File: src/rtl/psf_pkg.sv
package psf_pkg;
  localparam int STAT_W  = 6;
  localparam int FIELD_W = 6;
  localparam int LEN_W   = $clog2(FIELD_W + 1);

  typedef struct packed {
    logic [FIELD_W-1:0] bits;
    logic [LEN_W-1:0]   len;
  } field_t;

  // Build one port's field from the layout code, displayed flags and status.
  function automatic field_t build_field(input logic [3:0] code,
                                         input logic tx, input logic rx,
                                         input logic [STAT_W-1:0] st);
    field_t f;
    logic [7:0] nst, npre, pre, keep, sh, tot;
    logic ok;
    case (code[1:0])
      2'd0:    nst = 8'd1;
      2'd1:    nst = 8'd2;
      2'd2:    nst = 8'd4;
      default: nst = 8'd6;
    endcase
    ok = 1'b1;
    pre = 8'd0;
    npre = 8'd0;
    case (code[3:2])
      2'd0: ;
      2'd1: begin
        pre = {7'd0, tx | rx};
        npre = 8'd1;
        ok = (code[1:0] != 2'd3);
      end
      2'd2: begin
        pre = {6'd0, rx, tx};
        npre = 8'd2;
        ok = (code[1:0] != 2'd3);
      end
      default: ok = 1'b0;
    endcase
    keep = (8'd1 << nst) - 8'd1;
    sh   = ((8'(st) & keep) << npre) | pre;
    tot  = npre + nst;
    if (ok) begin
      f.bits = sh[FIELD_W-1:0];
      f.len  = tot[LEN_W-1:0];
    end else begin
      f = '0;
    end
    return f;
  endfunction
endpackage

File: src/rtl/psf_blink_timer.sv
module psf_blink_timer #(
  parameter int RATE_W = 8
) (
  input  logic              clk,
  input  logic              rst,
  input  logic              lat_tick,
  input  logic [RATE_W-1:0] rate,
  output logic              boundary
);
  logic [RATE_W-1:0] cnt;
  logic [RATE_W:0]   nxt;

  assign nxt      = {1'b0, cnt} + 1'b1;
  assign boundary = lat_tick && (nxt >= {1'b0, rate});

  always_ff @(posedge clk) begin
    if (rst) begin
      cnt <= '0;
    end else if (lat_tick) begin
      cnt <= boundary ? '0 : nxt[RATE_W-1:0];
    end
  end
endmodule

File: src/rtl/psf_act_hold.sv
module psf_act_hold (
  input  logic clk,
  input  logic rst,
  input  logic boundary,
  input  logic act_in,
  output logic act_shown
);
  logic sticky;

  always_ff @(posedge clk) begin
    if (rst) begin
      sticky    <= 1'b0;
      act_shown <= 1'b0;
    end else if (boundary) begin
      act_shown <= sticky | act_in;
      sticky    <= 1'b0;
    end else begin
      sticky <= sticky | act_in;
    end
  end
endmodule

File: src/rtl/psf_port_fmt.sv
module psf_port_fmt
  import psf_pkg::*;
(
  input  logic               clk,
  input  logic               rst,
  input  logic [3:0]         code,
  input  logic               tx_shown,
  input  logic               rx_shown,
  input  logic [STAT_W-1:0]  status,
  output logic [FIELD_W-1:0] bits,
  output logic [LEN_W-1:0]   len
);
  field_t nxt;

  always_comb nxt = build_field(code, tx_shown, rx_shown, status);

  always_ff @(posedge clk) begin
    if (rst) begin
      bits <= '0;
      len  <= '0;
    end else begin
      bits <= nxt.bits;
      len  <= nxt.len;
    end
  end
endmodule

File: src/rtl/port_status_fmt.sv
module port_status_fmt
  import psf_pkg::*;
#(
  parameter int NUM_PORTS = 8,
  parameter int RATE_W    = 8
) (
  input  logic                         clk,
  input  logic                         rst,
  input  logic                         lat_tick,
  input  logic [RATE_W-1:0]            blink_rate,
  input  logic [3:0]                   fmt_code,
  input  logic [NUM_PORTS-1:0]         tx_act,
  input  logic [NUM_PORTS-1:0]         rx_act,
  input  logic [NUM_PORTS*STAT_W-1:0]  port_status,
  output logic [NUM_PORTS*FIELD_W-1:0] field_bits,
  output logic [NUM_PORTS*LEN_W-1:0]   field_len
);
  logic                 boundary;
  logic [NUM_PORTS-1:0] tx_shown;
  logic [NUM_PORTS-1:0] rx_shown;

  psf_blink_timer #(.RATE_W(RATE_W)) u_timer (
    .clk(clk), .rst(rst), .lat_tick(lat_tick),
    .rate(blink_rate), .boundary(boundary)
  );

  for (genvar p = 0; p < NUM_PORTS; p++) begin : g_port
    psf_act_hold u_tx_hold (
      .clk(clk), .rst(rst), .boundary(boundary),
      .act_in(tx_act[p]), .act_shown(tx_shown[p])
    );
    psf_act_hold u_rx_hold (
      .clk(clk), .rst(rst), .boundary(boundary),
      .act_in(rx_act[p]), .act_shown(rx_shown[p])
    );
    psf_port_fmt u_fmt (
      .clk(clk), .rst(rst), .code(fmt_code),
      .tx_shown(tx_shown[p]), .rx_shown(rx_shown[p]),
      .status(port_status[p*STAT_W +: STAT_W]),
      .bits(field_bits[p*FIELD_W +: FIELD_W]),
      .len(field_len[p*LEN_W +: LEN_W])
    );
  end
endmodule

File: config.mk
export PLATFORM = sky130hd
export DESIGN_NAME = port_status_fmt
export DESIGN_NICKNAME = d
export VERILOG_FILES = /design/src/rtl/psf_pkg.sv /design/src/rtl/psf_blink_timer.sv /design/src/rtl/psf_act_hold.sv /design/src/rtl/psf_port_fmt.sv /design/src/rtl/port_status_fmt.sv
export SDC_FILE = /design/constraint.sdc
export NUM_CORES = 1
export LEC_CHECK = 0
export BUFFER_PORTS_ARGS = -buffer_cell sky130_fd_sc_hd__buf_2
export CAP_MARGIN = 20
export CORE_MARGIN = 2
export CORE_UTILIZATION = 40
export CTS_CLUSTER_SIZE = 40
export DETAILED_ROUTE_END_ITERATION = 8
export PLACE_DENSITY = 0.66
export SYNTH_ARGS = -nofsm -noshare
export SYNTH_HDL_FRONTEND = slang
export SYNTH_SLANG_ARGS = --single-unit
File: constraint.sdc
create_clock -name clk -period 3.1 [get_ports clk]
set_input_delay 0.62 -clock clk [delete_from_list [all_inputs] [get_ports clk]]
set_output_delay 0.62 -clock clk [all_outputs]
set_load 0.05 [all_outputs]
==> results_tabular.tex, run 1 <==
\begin{tabular}{lr}
\hline
Metric & Value \\
\hline
\multicolumn{2}{l}{\textbf{Status}} \\
Result of the run & completed \\
\multicolumn{2}{l}{\textbf{Final layout}} \\
Register area & between 1500 and 2000 um\^{}2 \\
Number of inserted diodes & 0 \\
Area taken by multi-input logic gates & approximately 2300 um\^{}2 \\
Non-filler cells in the finished layout & 790 \\
Ratio of cells with drive above 1 in the final layout & around 30\% \\
Most common cell after layout, fill and taps aside & buf\_2 \\
NumNets Final & roughly 740 \\
Area delta synth->final & 20.06\% \\
Number of inserted filler cells in the final layout & roughly 1100 \\
Layout Utilization & 49.39\% \\
Most frequent cells in the layout & 150 x buf\_2, 91 x dfxtp\_1, 77 x nor2\_1 \\
\multicolumn{2}{l}{\textbf{Global routing}} \\
Antenna violations before repair & 0 \\
Maximum number of pins on one net before global-route repair & between 50 and 60 \\
Number of global-route vias before repair & $\sim$3800 \\
First-pass GRT wire length & roughly 19000 um \\
Total global routing track utilization & 19.90\% \\
Congestion Overflow GR & 0 \\
\multicolumn{2}{l}{\textbf{CTS}} \\
Maximum count of clock buffers along a single path & 2 \\
TritonCTS clock tree & yes \\
Post-CTS clock slew at the launch and capture registers of the worst setup and hold paths & 0.08 ns \\
Hold buffer count at CTS & 0 \\
Clock root buffer & clkbuf\_8 \\
Number of buffers created by CTS & 9 \\
Level count of the clock H-tree & 3 \\
Worst skew pair latency & between 0.3 and 0.4 ns \\
CTS sink cnt & 91 \\
\multicolumn{2}{l}{\textbf{Die}} \\
Core outline area & between 10000 and 15000 um\^{}2 \\
Die span in x & 109.8 um \\
Total die area & 12060 um\^{}2 \\
Chip height & about 110 um \\
Number of ports placed on the die boundary & 151 \\
Starting utilization of the core area & 41.14\% \\
Site Rows & 38 \\
\multicolumn{2}{l}{\textbf{Placed design}} \\
Cell total after placement & between 700 and 800 \\
Final HPWL from detailed placement & $\sim$9300 um \\
Minimum setup slack after placement & $\sim$0.16 ns \\
Weighted congestion reported at the end of routability-driven placement & 0.8400 \\
Count of input and output buffers & 150 \\
\multicolumn{2}{l}{\textbf{Synth}} \\
Avg Cell Area, Syn & 8.373 um\^{}2 \\
Register area share after synthesis & between 40\% and 50\% \\
Synth Instances & around 540 \\
Number of unique standard cell types used by synthesis & 45 \\
Share of flip-flops with an asynchronous set or reset after synthesis & 0\% \\
Number of synthesis warnings & 0 \\
Post-synth net total & around 630 \\
Register bit total from synthesis & roughly 90 \\
Predominant post-synthesis flop cell & dfxtp\_1 \\
Library cell occupying the most area in the post-synthesis netlist & dfxtp\_1 \\
Cell area after technology mapping & 4479 um\^{}2 \\
Fraction of synthesized cell area taken by the top area cell type & 40.67\% \\
Number of enable-type register cells in the synthesized netlist & 0 \\
Largest cells by area after synthesis & dfxtp\_1 41\%, nor2\_1 6.5\%, buf\_4 4.4\% \\
\multicolumn{2}{l}{\textbf{Routing}} \\
Number of nets with antenna violations after routing & 0 \\
DRC violation total after the first TritonRoute iteration & 182 \\
Final routed DRC violation total & 0 \\
Routed via count & approximately 4200 \\
Detailed-routing iteration count for the pre-antenna-repair pass & 5 \\
Wirelength, routed & 12100 um \\
Post-DR wirelength/cell & approximately 15 um \\
Via/cell ratio & $\sim$5.3 \\
\multicolumn{2}{l}{\textbf{Worst setup path}} \\
Reg-to-reg endpoint & g\_port[6].u\_rx\_hold.act\_shown \\
Critical path buffer and inverter count & 1 \\
Top delay family on crit path & compound AO/OA/AOI/OAI gates \\
Worst reg-to-reg setup slack & 0.23 ns \\
Slowest-stage cell, CP & dfxtp\_1 \\
Launching instance or port of the critical path & u\_timer.cnt[0] \\
Worst Path Required & $\sim$3.3 ns \\
Critical path arrival & roughly 3.1 ns \\
Critical register-to-register path startpoint & u\_timer.cnt[0] \\
Critical path depth in cells & 11 \\
Category of the most critical setup path & flop to flop \\
Cell count of the worst reg-to-reg path & 11 \\
Termination of the worst setup path & g\_port[6].u\_rx\_hold.act\_shown \\
Worst setup EP type & flop \\
Crit path launch type & flop \\
Longest individual stage delay on the worst path & approximately 0.39 ns \\
List of cells traversed by the critical path & ha\_1 -> nand3\_2 -> nor2\_2 -> xor2\_1 -> ha\_1 -> and3\_1 -> a221oi\_2 -> o21a\_1 -> a21oi\_4 -> buf\_8 -> o211a\_1 \\
Crit Path Max Fanout & 17 \\
Most frequent cell on the critical path & ha\_1 \\
\multicolumn{2}{l}{\textbf{STA}} \\
Share of the clock period used by the worst path after layout & approximately 90\% \\
Setup slack of the critical path after layout & between 0.2 and 0.25 ns \\
Minimum hold slack & between 0.4 and 0.5 ns \\
Relative slew margins & between 50\% and 60\% \\
Final number of setup-violating endpoints & 0 \\
Clock skew & 0.01714 ns \\
Actual transition at the worst max-transition pin & 0.6360 ns \\
Minimum clock period after layout & about 2.9 ns \\
Count of final hold-check violations & 0 \\
Unrepaired setup endpoints after global routing & no \\
Post-Route Setup TNS & 0 ns \\
Maximum clock frequency & 0.3484 GHz \\
Final-report max-slew violation count & 0 \\
\multicolumn{2}{l}{\textbf{Power and ir drop}} \\
Switch Pwr & a little under 0.8 mW \\
Part of the power in combinational logic & approximately a fifth \\
Power Density & between 400 and 500 nW/um\^{}2 \\
Cell-internal power & between 1.5 and 2 mW \\
Leakage dissipation & between 2 and 3 nW \\
IR drop worst, VDD & 0.0002688 V \\
Clock power frac & 31.7\% \\
Proportion of total power due to net switching & between 30\% and 40\% \\
Share of power burned in registers & 48.4\% \\
\multicolumn{2}{l}{\textbf{Job}} \\
Max-Cap Viols & 0 \\
\multicolumn{2}{l}{\textbf{Min path}} \\
Worst min-delay path class & flop to flop \\
\hline
\end{tabular}
-- worst min path at each step --
stage	depth (start not counted)	slack [ns]	endpoint	from
floorplan	2	0.45	g_port[4].u_rx_hold.act_shown	g_port[4].u_rx_hold.act_shown
global placement	2	0.47	u_timer.cnt[1]	u_timer.cnt[1]
detailed placement	2	0.47	g_port[4].u_rx_hold.act_shown	g_port[4].u_rx_hold.act_shown
CTS	2	0.49	g_port[4].u_rx_hold.act_shown	g_port[4].u_rx_hold.act_shown
global route	2	0.52	g_port[4].u_rx_hold.act_shown	g_port[4].u_rx_hold.act_shown
finish	2	0.49	g_port[4].u_rx_hold.act_shown	g_port[4].u_rx_hold.act_shown
-- worst register-to-register path, stage by stage (launching register included) --
cell and delay [ns]:
dfxtp_1 0.39, ha_1 0.26, nand3_2 0.14, nor2_2 0.17, xor2_1 0.18, ha_1 0.28
and3_1 0.23, a221oi_2 0.30, o21a_1 0.26, a21oi_4 0.15, buf_8 0.19, o211a_1 0.21
-- power by group through the flow --
stage          Combinational (mW)  Clock [mW]  Sequential (mW)
2_1_floorplan               0.284           0             1.34
3_3_place_gp                0.500           0             1.26
3_5_place_dp                0.505           0             1.26
4_1_cts                     0.507       0.820             1.23
5_1_grt                     0.551       0.863             1.23
6_report                    0.505       0.804             1.23
-- registers in the layout, indices dropped and copies added (netlist names) --
register                    cells
g_port.u_tx_hold.sticky         8
g_port.u_tx_hold.act_shown      8
g_port.u_fmt.bits              48
g_port.u_rx_hold.sticky         8
g_port.u_fmt.len                3
g_port.u_rx_hold.act_shown      8
u_timer.cnt                     8
-- through the flow --
stage	cell area (um^2)	power (mW)
3_5_place_dp	5175	1.761
5_1_grt	5378	2.648
6_report	5378	2.538
2_1_floorplan	4479	1.626
4_1_cts	5370	2.555
3_3_place_gp	5160	1.755
-- Yosys cell counts (all sizes together), types with 4 or more instances --
cell type,instances
nor2b,9
inv,16
clkbuf,29
nand3b,4
o211a,15
a22oi,21
ha,14
o21a,6
a22o,5
and3,5
nor3b,5
a31oi,8
nand3,18
o211ai,15
buf,33
a211oi,7
nand4,6
nor3,16
nor2,78
xor2,4
dfxtp,91
o21ai,19
or2,4
mux2i,13
nand2,45
a21oi,25
-- final cells by class --
cell class | count | share of cell area (%)
well taps | 140 | 3.257
clock buffers | 12 | 2.699
repair buffers | 161 | 15.87
clock inverters | 4 | 0.9307
inverters | 17 | 1.187
flip-flops and latches | 91 | 33.88
multi-input cells | 365 | 42.18
-- layer usage --
layer / GRT usage (%) / up-vias / wire, um / share of wire [%]
met5: 0 / - / 0 / 0
met4: 3.617 / 0 / 46 / 0.38
met3: 4.564 / 5 / 869 / 7.2
met2: 34.44 / 168 / 5801 / 48
met1: 25.44 / 1919 / 5377 / 44
li1: - / 2072 / - / -
-- what timing repair did --
| action | CTS | global route |
|---|---|---|
| endpoints found under the setup margin | 0 | 17 |
| buffers inserted | 0 | 0 |
| resized for setup | 0 | 1 |
-- logic make-up (layout without fill, tap and decap cells) --
kind of cell / count (synthesis) / after routing / synth area share [%]
buffers and inverters: 79 / 194 / 8.911
DFF: 91 / 91 / 40.67
adders and majority gates: 15 / 15 / 4.358
muxes: 16 / 16 / 3.659
and+or+nand+nor: 196 / 196 / 20.25
AOI/OAI and AO/OA: 131 / 131 / 20.78
xor gates and xnor gates: 7 / 7 / 1.369
No activity file was read; power rests on OpenSTA's default activity.
==> run 2, diff against run 1 <==
--- a/config.mk
+++ b/config.mk
@@ -9,6 +9,7 @@
 export CAP_MARGIN = 20
 export CORE_MARGIN = 2
 export CORE_UTILIZATION = 40
+export CTS_BUF_LIST = sky130_fd_sc_hd__clkbuf_16
 export CTS_CLUSTER_SIZE = 40
 export DETAILED_ROUTE_END_ITERATION = 8
 export PLACE_DENSITY = 0.66
==> run 2 against run 1 <==
Combinational power about the same. Critical path depth unchanged. Largest power group unchanged. Utilization up 0.84 points. Wire length up 0.96%. Via count up 1.1%.
==> results_tabular.tex, run 2 (synthesis gave the netlist of run 1 again) <==
\begin{tabular}{lr}
\hline
Metric & Value \\
\hline
\multicolumn{2}{l}{\textbf{Status}} \\
Result of the run & completed \\
\multicolumn{2}{l}{\textbf{Power and ir drop}} \\
Switch Pwr & 0.8060 mW (+3.8\%) \\
Clock power frac & 37.8\% (+6.1 points) \\
IR drop worst, VDD & 0.0003089 V (+15\%) \\
Power Density & 509.9 nW/um\^{}2 (+8.1\%) \\
Part of the power in combinational logic & 18.1\% (-1.8 points) \\
Share of power burned in registers & 44.1\% (-4.3 points) \\
Proportion of total power due to net switching & 28.90\% (-1.7 points) \\
Cell-internal power & 1.983 mW (+13\%) \\
Leakage dissipation & 2.671 nW (+1.9\%) \\
\multicolumn{2}{l}{\textbf{Die}} \\
Starting utilization of the core area & 41.14\% (unchanged) \\
Die span in x & 109.8 um (unchanged) \\
Number of ports placed on the die boundary & 151 (unchanged) \\
Chip height & 109.8 um (unchanged) \\
Total die area & 12060 um\^{}2 (unchanged) \\
Site Rows & 38 (unchanged) \\
Core outline area & 10890 um\^{}2 (unchanged) \\
\multicolumn{2}{l}{\textbf{STA}} \\
Minimum clock period after layout & 2.871 ns (+0.0008600 ns) \\
Clock skew & 0.008443 ns (-0.008701 ns) \\
Share of the clock period used by the worst path after layout & 92.61\% (about the same) \\
Relative slew margins & 56.37\% (-1.1 points) \\
Unrepaired setup endpoints after global routing & no \\
Actual transition at the worst max-transition pin & 0.6531 ns (+0.01710 ns) \\
Final-report max-slew violation count & 0 (unchanged) \\
Maximum clock frequency & 0.3483 GHz (about the same) \\
Post-Route Setup TNS & 0 ns (unchanged) \\
Final number of setup-violating endpoints & 0 (unchanged) \\
Count of final hold-check violations & 0 (unchanged) \\
Minimum hold slack & 0.4870 ns (-0.003143 ns) \\
Setup slack of the critical path after layout & 0.2290 ns (-0.0008600 ns) \\
\multicolumn{2}{l}{\textbf{Worst setup path}} \\
Worst Path Required & 3.32 ns (-0.02 ns) \\
Critical path buffer and inverter count & 1 (unchanged) \\
Top delay family on crit path & compound AO/OA/AOI/OAI gates \\
Category of the most critical setup path & flop to flop \\
Worst setup EP type & flop \\
Crit path launch type & flop \\
Longest individual stage delay on the worst path & 0.38 ns (about the same) \\
Crit Path Max Fanout & 17 (unchanged) \\
List of cells traversed by the critical path & ha\_1 -> nand3\_2 -> nor2\_2 -> xor2\_1 -> ha\_1 -> and3\_1 -> a221oi\_2 -> o21a\_1 -> a21oi\_4 -> buf\_8 -> o211a\_1 \\
Most frequent cell on the critical path & ha\_1 \\
Critical path arrival & 3.09 ns (-0.02 ns) \\
Slowest-stage cell, CP & dfxtp\_1 \\
\multicolumn{2}{l}{\textbf{Routing}} \\
Detailed-routing iteration count for the pre-antenna-repair pass & 5 (unchanged) \\
DRC violation total after the first TritonRoute iteration & 203 (+12\%) \\
Post-DR wirelength/cell & 15.46 um (+0.96\%) \\
Final routed DRC violation total & 0 (unchanged) \\
Routed via count & 4211 (+1.1\%) \\
Wirelength, routed & 12210 um (+0.96\%) \\
Via/cell ratio & 5.330 (+1.1\%) \\
Number of nets with antenna violations after routing & 0 (unchanged) \\
\multicolumn{2}{l}{\textbf{CTS}} \\
Clock root buffer & clkbuf\_16 \\
Number of buffers created by CTS & 9 (unchanged) \\
Worst skew pair latency & 0.34 ns (-0.02 ns) \\
Number of buffers inserted by post-CTS setup repair & 0 (unchanged) \\
Level count of the clock H-tree & 3 (unchanged) \\
Hold buffer count at CTS & 0 (unchanged) \\
Maximum count of clock buffers along a single path & 2 (unchanged) \\
Post-CTS clock slew at the launch and capture registers of the worst setup and hold paths & 0.06 ns (-0.02 ns) \\
CTS sink cnt & 91 (unchanged) \\
TritonCTS clock tree & yes \\
Number of instances resized during post-cts repair & 0 (unchanged) \\
\multicolumn{2}{l}{\textbf{Placed design}} \\
Placement Cell Area & 5175 um\^{}2 (unchanged) \\
Count of input and output buffers & 150 (unchanged) \\
Weighted congestion reported at the end of routability-driven placement & 0.8400 (unchanged) \\
Minimum setup slack after placement & 0.1579 ns (unchanged) \\
Final HPWL from detailed placement & 9292 um (unchanged) \\
\multicolumn{2}{l}{\textbf{Final layout}} \\
Ratio of cells with drive above 1 in the final layout & 29.08\% (-0.15 points) \\
Area delta synth->final & 22.10\% \\
Largest reg by FF count & g\_port.u\_fmt.bits \\
Number of inserted filler cells in the final layout & 1072 (-1.3\%) \\
NumNets Final & 739 (unchanged) \\
Number of inserted diodes & 0 (unchanged) \\
Flip-flop count of the largest register after layout & 48 (unchanged) \\
Layout Utilization & 50.23\% (+0.84 points) \\
Most common cell after layout, fill and taps aside & buf\_2 \\
Area of all placed cells without fillers & 5469 um\^{}2 (+1.7\%) \\
Most frequent cells in the layout & 150 x buf\_2, 91 x dfxtp\_1, 77 x nor2\_1 \\
\multicolumn{2}{l}{\textbf{Global routing}} \\
Met3 layer usage reported by global route & 4.031\% (-0.53 points) \\
Global Route met2 Usage & 34.75\% (+0.31 points) \\
Total global routing track utilization & 20.19\% (+0.29 points) \\
Met1 Use GR & 25.66\% (+0.22 points) \\
Antenna violations before repair & 0 (unchanged) \\
Maximum number of pins on one net before global-route repair & 52 (unchanged) \\
First-pass GRT wire length & 18940 um (+1.0\%) \\
Busiest layer in global routing & met2 \\
Congestion Overflow GR & 0 (unchanged) \\
Number of global-route vias before repair & 3815 (+0.026\%) \\
\multicolumn{2}{l}{\textbf{Min path}} \\
Worst min-delay path class & flop to flop \\
\multicolumn{2}{l}{\textbf{Job}} \\
Max-Cap Viols & 0 (unchanged) \\
\hline
\end{tabular}
[run 2: changes by cell type in the layout (fill, tap and decap cells not counted), sizes merged]
cell / before / now
clkinv: 2 / 3
inv: 16 / 18
clkbuf: 12 / 9
[run 2: per-layer routing]
| metal | up-vias | share of wire [%] |
|---|---|---|
| met5 | - | 0 |
| met4 | 0 | 0.97 |
| met3 | 12 | 7.4 |
| met2 | 191 | 48 |
| met1 | 1934 | 44 |
| li1 | 2074 | - |
[run 2: layout make-up]
type,count,area [um^2],share of cell area [%]
clock inverter,7,61.31,1.121
inverter,17,63.81,1.167
tap,140,175.2,3.203
sequential,91,1822,33.31
timing repair buffer,161,853.3,15.60
clock buffer,9,225.2,4.118
multi-input combinational,365,2268,41.48
[run 2: worst min-delay path: stages (launching register included)]
cell and delay [ns]:
dfxtp_1 0.33, inv_1 0.06, a211oi_1 0.05
[run 2: power groups by stage]
| stage | combinational [mW] | clock, mW | sequential, mW |
|---|---|---|---|
| 2_1_floorplan | 0.284 | 0 | 1.34 |
| 3_3_place_gp | 0.500 | 0 | 1.26 |
| 3_5_place_dp | 0.505 | 0 | 1.26 |
| 4_1_cts | 0.507 | 1.08 | 1.23 |
| 5_1_grt | 0.551 | 1.12 | 1.23 |
| 6_report | 0.506 | 1.05 | 1.23 |
[run 2: through the flow]
stage                     instances  power [mW]
after floorplan                 535       1.626
after global placement          773       1.755
after detailed placement        774       1.761
after CTS                       790       2.813
after global routing            790       2.906
final                           790       2.789
[run 2: worst paths after layout]
| path | from | to | slack (ns) | depth (start not counted) |
|---|---|---|---|---|
| worst max-delay path | u_timer.cnt[0] | g_port[7].u_rx_hold.act_shown | 0.23 | 11 |
| worst max register to register | u_timer.cnt[0] | g_port[7].u_rx_hold.act_shown | 0.23 | 11 |
| worst min-delay path | g_port[4].u_rx_hold.act_shown | g_port[4].u_rx_hold.act_shown | 0.49 | 2 |
| worst min register to register | g_port[4].u_rx_hold.act_shown | g_port[4].u_rx_hold.act_shown | 0.49 | 2 |
==> run 3, diff against run 2 <==
--- a/config.mk
+++ b/config.mk
@@ -5,6 +5,7 @@
 export SDC_FILE = /design/constraint.sdc
 export NUM_CORES = 1
 export LEC_CHECK = 0
+export ABC_AREA = 1
 export BUFFER_PORTS_ARGS = -buffer_cell sky130_fd_sc_hd__buf_2
 export CAP_MARGIN = 20
 export CORE_MARGIN = 2
==> run 3 against run 2 <==
Highest routed layer unchanged. Synthesized area fell by 0.34%. Critical endpoint is now g_port[3].u_tx_hold.sticky. Wire length fell by 7.3%. Sequential power barely moved. Via count rose by 0.12%. First-iteration DRC count fell by 4.4%. Critical path depth rose by 4. Clock skew fell by 0.0013 ns.
==> results_tabular.tex, run 3 <==
\begin{tabular}{lr}
\hline
Metric & Value \\
\hline
\multicolumn{2}{l}{\textbf{Worst setup path}} \\
Worst Path Required & 3.31 ns (about the same) \\
Top delay family on crit path & simple AND/OR/NAND/NOR gates \\
Worst setup EP type & flop \\
Critical path buffer and inverter count & 0 (-1) \\
Most frequent cell on the critical path & nand2\_1 \\
Category of the most critical setup path & flop to flop \\
List of cells traversed by the critical path & ha\_1 -> nand3\_2 -> xor2\_1 -> ha\_1 -> nand2\_1 -> nor2\_1 -> nand2\_1 -> nand3\_1 -> nand2\_1 -> nand2\_1 -> nand2\_1 -> nand2\_2 -> nand2\_1 -> nand2\_2 -> nor2\_1 \\
Critical path arrival & 2.64 ns (-0.45 ns) \\
Crit path launch type & flop \\
Longest individual stage delay on the worst path & 0.40 ns (+0.02 ns) \\
Slowest-stage cell, CP & dfxtp\_1 \\
Crit Path Max Fanout & 24 (+7) \\
\multicolumn{2}{l}{\textbf{Synth}} \\
Avg Cell Area, Syn & 7.592 um\^{}2 (-9.3\%) \\
Number of enable-type register cells in the synthesized netlist & 0 (unchanged) \\
Library cell occupying the most area in the post-synthesis netlist & dfxtp\_1 \\
Cell area after technology mapping & 4464 um\^{}2 (-0.34\%) \\
Synth Instances & 588 (+9.9\%) \\
Register area share after synthesis & 40.81\% (+0.14 points) \\
Register bit total from synthesis & 91 (unchanged) \\
Number of synthesis warnings & 0 (unchanged) \\
Share of flip-flops with an asynchronous set or reset after synthesis & 0\% (unchanged) \\
Post-synth net total & 682 (+8.4\%) \\
Top post-synthesis cells by count & 91 x dfxtp\_1, 83 x nand2\_1, 76 x nor2\_1 \\
Largest cells by area after synthesis & dfxtp\_1 41\%, nand2\_1 7.0\%, nor2\_1 6.4\% \\
Fraction of synthesized cell area taken by the top area cell type & 40.81\% (+0.14 points) \\
Most numerous cell in the Yosys netlist & dfxtp\_1 \\
Number of unique standard cell types used by synthesis & 35 (-22\%) \\
Predominant post-synthesis flop cell & dfxtp\_1 \\
\multicolumn{2}{l}{\textbf{Routing}} \\
Detailed-routing iteration count for the pre-antenna-repair pass & 5 (unchanged) \\
Final routed DRC violation total & 0 (unchanged) \\
DRC violation total after the first TritonRoute iteration & 194 (-4.4\%) \\
Via/cell ratio & 5.007 (-6.1\%) \\
Routed via count & 4216 (+0.12\%) \\
Wirelength, routed & 11320 um (-7.3\%) \\
Post-DR wirelength/cell & 13.45 um (-13\%) \\
Number of nets with antenna violations after routing & 0 (unchanged) \\
\multicolumn{2}{l}{\textbf{STA}} \\
Share of the clock period used by the worst path after layout & 78.28\% (-14 points) \\
Unrepaired setup endpoints after global routing & no \\
Minimum hold slack & 0.4683 ns (-0.01865 ns) \\
Clock skew & 0.007187 ns (-0.001255 ns) \\
Minimum clock period after layout & 2.427 ns (-0.4442 ns) \\
Maximum clock frequency & 0.4121 GHz (+18\%) \\
Count of final hold-check violations & 0 (unchanged) \\
Final-report max-slew violation count & 0 (unchanged) \\
Actual transition at the worst max-transition pin & 0.7364 ns (+0.08329 ns) \\
Final number of setup-violating endpoints & 0 (unchanged) \\
Relative slew margins & 50.83\% (-5.5 points) \\
Post-Route Setup TNS & 0 ns (unchanged) \\
\multicolumn{2}{l}{\textbf{CTS}} \\
Clock root buffer & clkbuf\_16 \\
Worst skew pair latency & 0.33 ns (about the same) \\
Number of buffers created by CTS & 9 (unchanged) \\
Level count of the clock H-tree & 3 (unchanged) \\
Maximum count of clock buffers along a single path & 2 (unchanged) \\
Number of buffers inserted by post-CTS setup repair & 0 (unchanged) \\
Number of instances resized during post-cts repair & 0 (unchanged) \\
Hold buffer count at CTS & 0 (unchanged) \\
TritonCTS clock tree & yes \\
CTS sink cnt & 91 (unchanged) \\
Post-CTS clock slew at the launch and capture registers of the worst setup and hold paths & 0.06 ns (about the same) \\
\multicolumn{2}{l}{\textbf{Final layout}} \\
Flip-flop count of the largest register after layout & 48 (unchanged) \\
Most frequent cells in the layout & 150 x buf\_2, 91 x dfxtp\_1, 83 x nand2\_1 \\
Largest reg by FF count & g\_port.u\_fmt.bits \\
Ratio of cells with drive above 1 in the final layout & 27.78\% (-1.3 points) \\
Number of inserted diodes & 0 (unchanged) \\
NumNets Final & 791 (+7.0\%) \\
Most common cell after layout, fill and taps aside & buf\_2 \\
Non-filler cells in the finished layout & 842 (+6.6\%) \\
Number of inserted filler cells in the final layout & 1097 (+2.3\%) \\
Area delta synth->final & 19.67\% \\
\multicolumn{2}{l}{\textbf{Global routing}} \\
Congestion Overflow GR & 0 (unchanged) \\
Antenna violations before repair & 0 (unchanged) \\
Total global routing track utilization & 18.89\% (-1.3 points) \\
Number of global-route vias before repair & 3745 (-1.8\%) \\
First-pass GRT wire length & 17860 um (-5.7\%) \\
Maximum number of pins on one net before global-route repair & 39 (-25\%) \\
\multicolumn{2}{l}{\textbf{Die}} \\
Starting utilization of the core area & 41.00\% (-0.14 points) \\
Total die area & 12020 um\^{}2 (-0.32\%) \\
Number of ports placed on the die boundary & 151 (unchanged) \\
Site Rows & 38 (unchanged) \\
Core outline area & 10890 um\^{}2 (unchanged) \\
Chip height & 109.6 um (-0.16\%) \\
Die span in x & 109.6 um (-0.16\%) \\
\multicolumn{2}{l}{\textbf{Placed design}} \\
Final HPWL from detailed placement & 8537 um (-8.1\%) \\
Weighted congestion reported at the end of routability-driven placement & 0.8680 (+3.3\%) \\
Cell total after placement & 826 (+6.7\%) \\
Count of input and output buffers & 150 (unchanged) \\
\multicolumn{2}{l}{\textbf{Status}} \\
Result of the run & completed \\
\multicolumn{2}{l}{\textbf{Power and ir drop}} \\
Power Density & 523.6 nW/um\^{}2 (+2.7\%) \\
IR drop worst, VDD & 0.0002591 V (-16\%) \\
Leakage dissipation & 2.624 nW (-1.7\%) \\
\multicolumn{2}{l}{\textbf{Job}} \\
Max-Cap Viols & 0 (unchanged) \\
\multicolumn{2}{l}{\textbf{Min path}} \\
Worst min-delay path class & flop to flop \\
\hline
\end{tabular}
run 3: changes by cell type in the layout (fill, tap and decap cells not counted), sizes merged, moves of 15 or more:
cell    delta
nand2     +41
inv       +36
nand3     +31
a21oi     +30
o21ai     +24
a22oi     -21
o211a     -15
o211ai    -15
run 3: final timing paths:
path / slack [ns] / startpoint / endpoint / cells past startpoint
max reg2reg: 0.67 / u_timer.cnt[0] / g_port[3].u_tx_hold.sticky / 15
max: 0.67 / u_timer.cnt[0] / g_port[3].u_tx_hold.sticky / 15
min: 0.47 / g_port[2].u_rx_hold.sticky / g_port[2].u_rx_hold.sticky / 2
min reg2reg: 0.47 / g_port[2].u_rx_hold.sticky / g_port[2].u_rx_hold.sticky / 2
run 3: area by class of cell:
type,instances,area (um^2),area share [%]
multi-input combinational,383,2057,38.50
sequential,91,1822,34.10
timing repair buffer,160,825.8,15.46
clock buffer,9,225.2,4.215
inverter,52,195.2,3.653
tap,140,175.2,3.279
clock inverter,7,42.54,0.7963
run 3: where the power goes:
part	internal, mW	total, mW	leakage (nW)	switching, mW
Combinational	0.155	0.552	1.75	0.398
Sequential	1.23	1.25	0.744	0.0225
Clock	0.541	0.997	0.135	0.456
run 3: per-stage QoR:
| stage | cell area (um^2) | power [mW] | utilization [%] | setup WS, ns |
|---|---|---|---|---|
| floorplan | 4464 | 1.697 | - | 1.054 |
| global placement | 5075 | 1.819 | 46.61 | 0.7807 |
| detailed placement | 5075 | 1.827 | 46.61 | 0.6778 |
| CTS | 5343 | 2.825 | 49.07 | 0.6586 |
| global route | 5343 | 2.925 | 49.07 | 0.4317 |
| finish | 5343 | 2.798 | 49.07 | 0.6732 |
run 3: worst register-to-register path: stages (launching register included):
cell and delay [ns]:
dfxtp_1 0.40, ha_1 0.23, nand3_2 0.11, xor2_1 0.17
ha_1 0.29, nand2_1 0.07, nor2_1 0.12, nand2_1 0.06
nand3_1 0.06, nand2_1 0.05, nand2_1 0.05, nand2_1 0.05
nand2_2 0.12, nand2_1 0.08, nand2_2 0.35, nor2_1 0.09
run 3: cells by family (layout without fill, tap and decap cells):
group                    Yosys count  in the layout  synth area share [%]
AO/OA/AOI/OAI                    141            141                 19.17
multiplexers                       3              3                0.6727
flip-flops                        91             91                 40.81
AND/OR/NAND/NOR                  218            218                 20.63
buffers and inverters            114            228                 13.17
adder cells (fa/ha/maj)           15             15                 4.372
XOR/XNOR                           6              6                 1.177
run 3: layer usage:
layer | wire, um | GRT usage [%] | vias up
met3 | 942 | 4.801 | 13
met4 | 127 | 4.973 | 0
met5 | 0 | 0 | -
met2 | 5158 | 30.91 | 187
met1 | 5094 | 24.81 | 1861
li1 | - | - | 2155
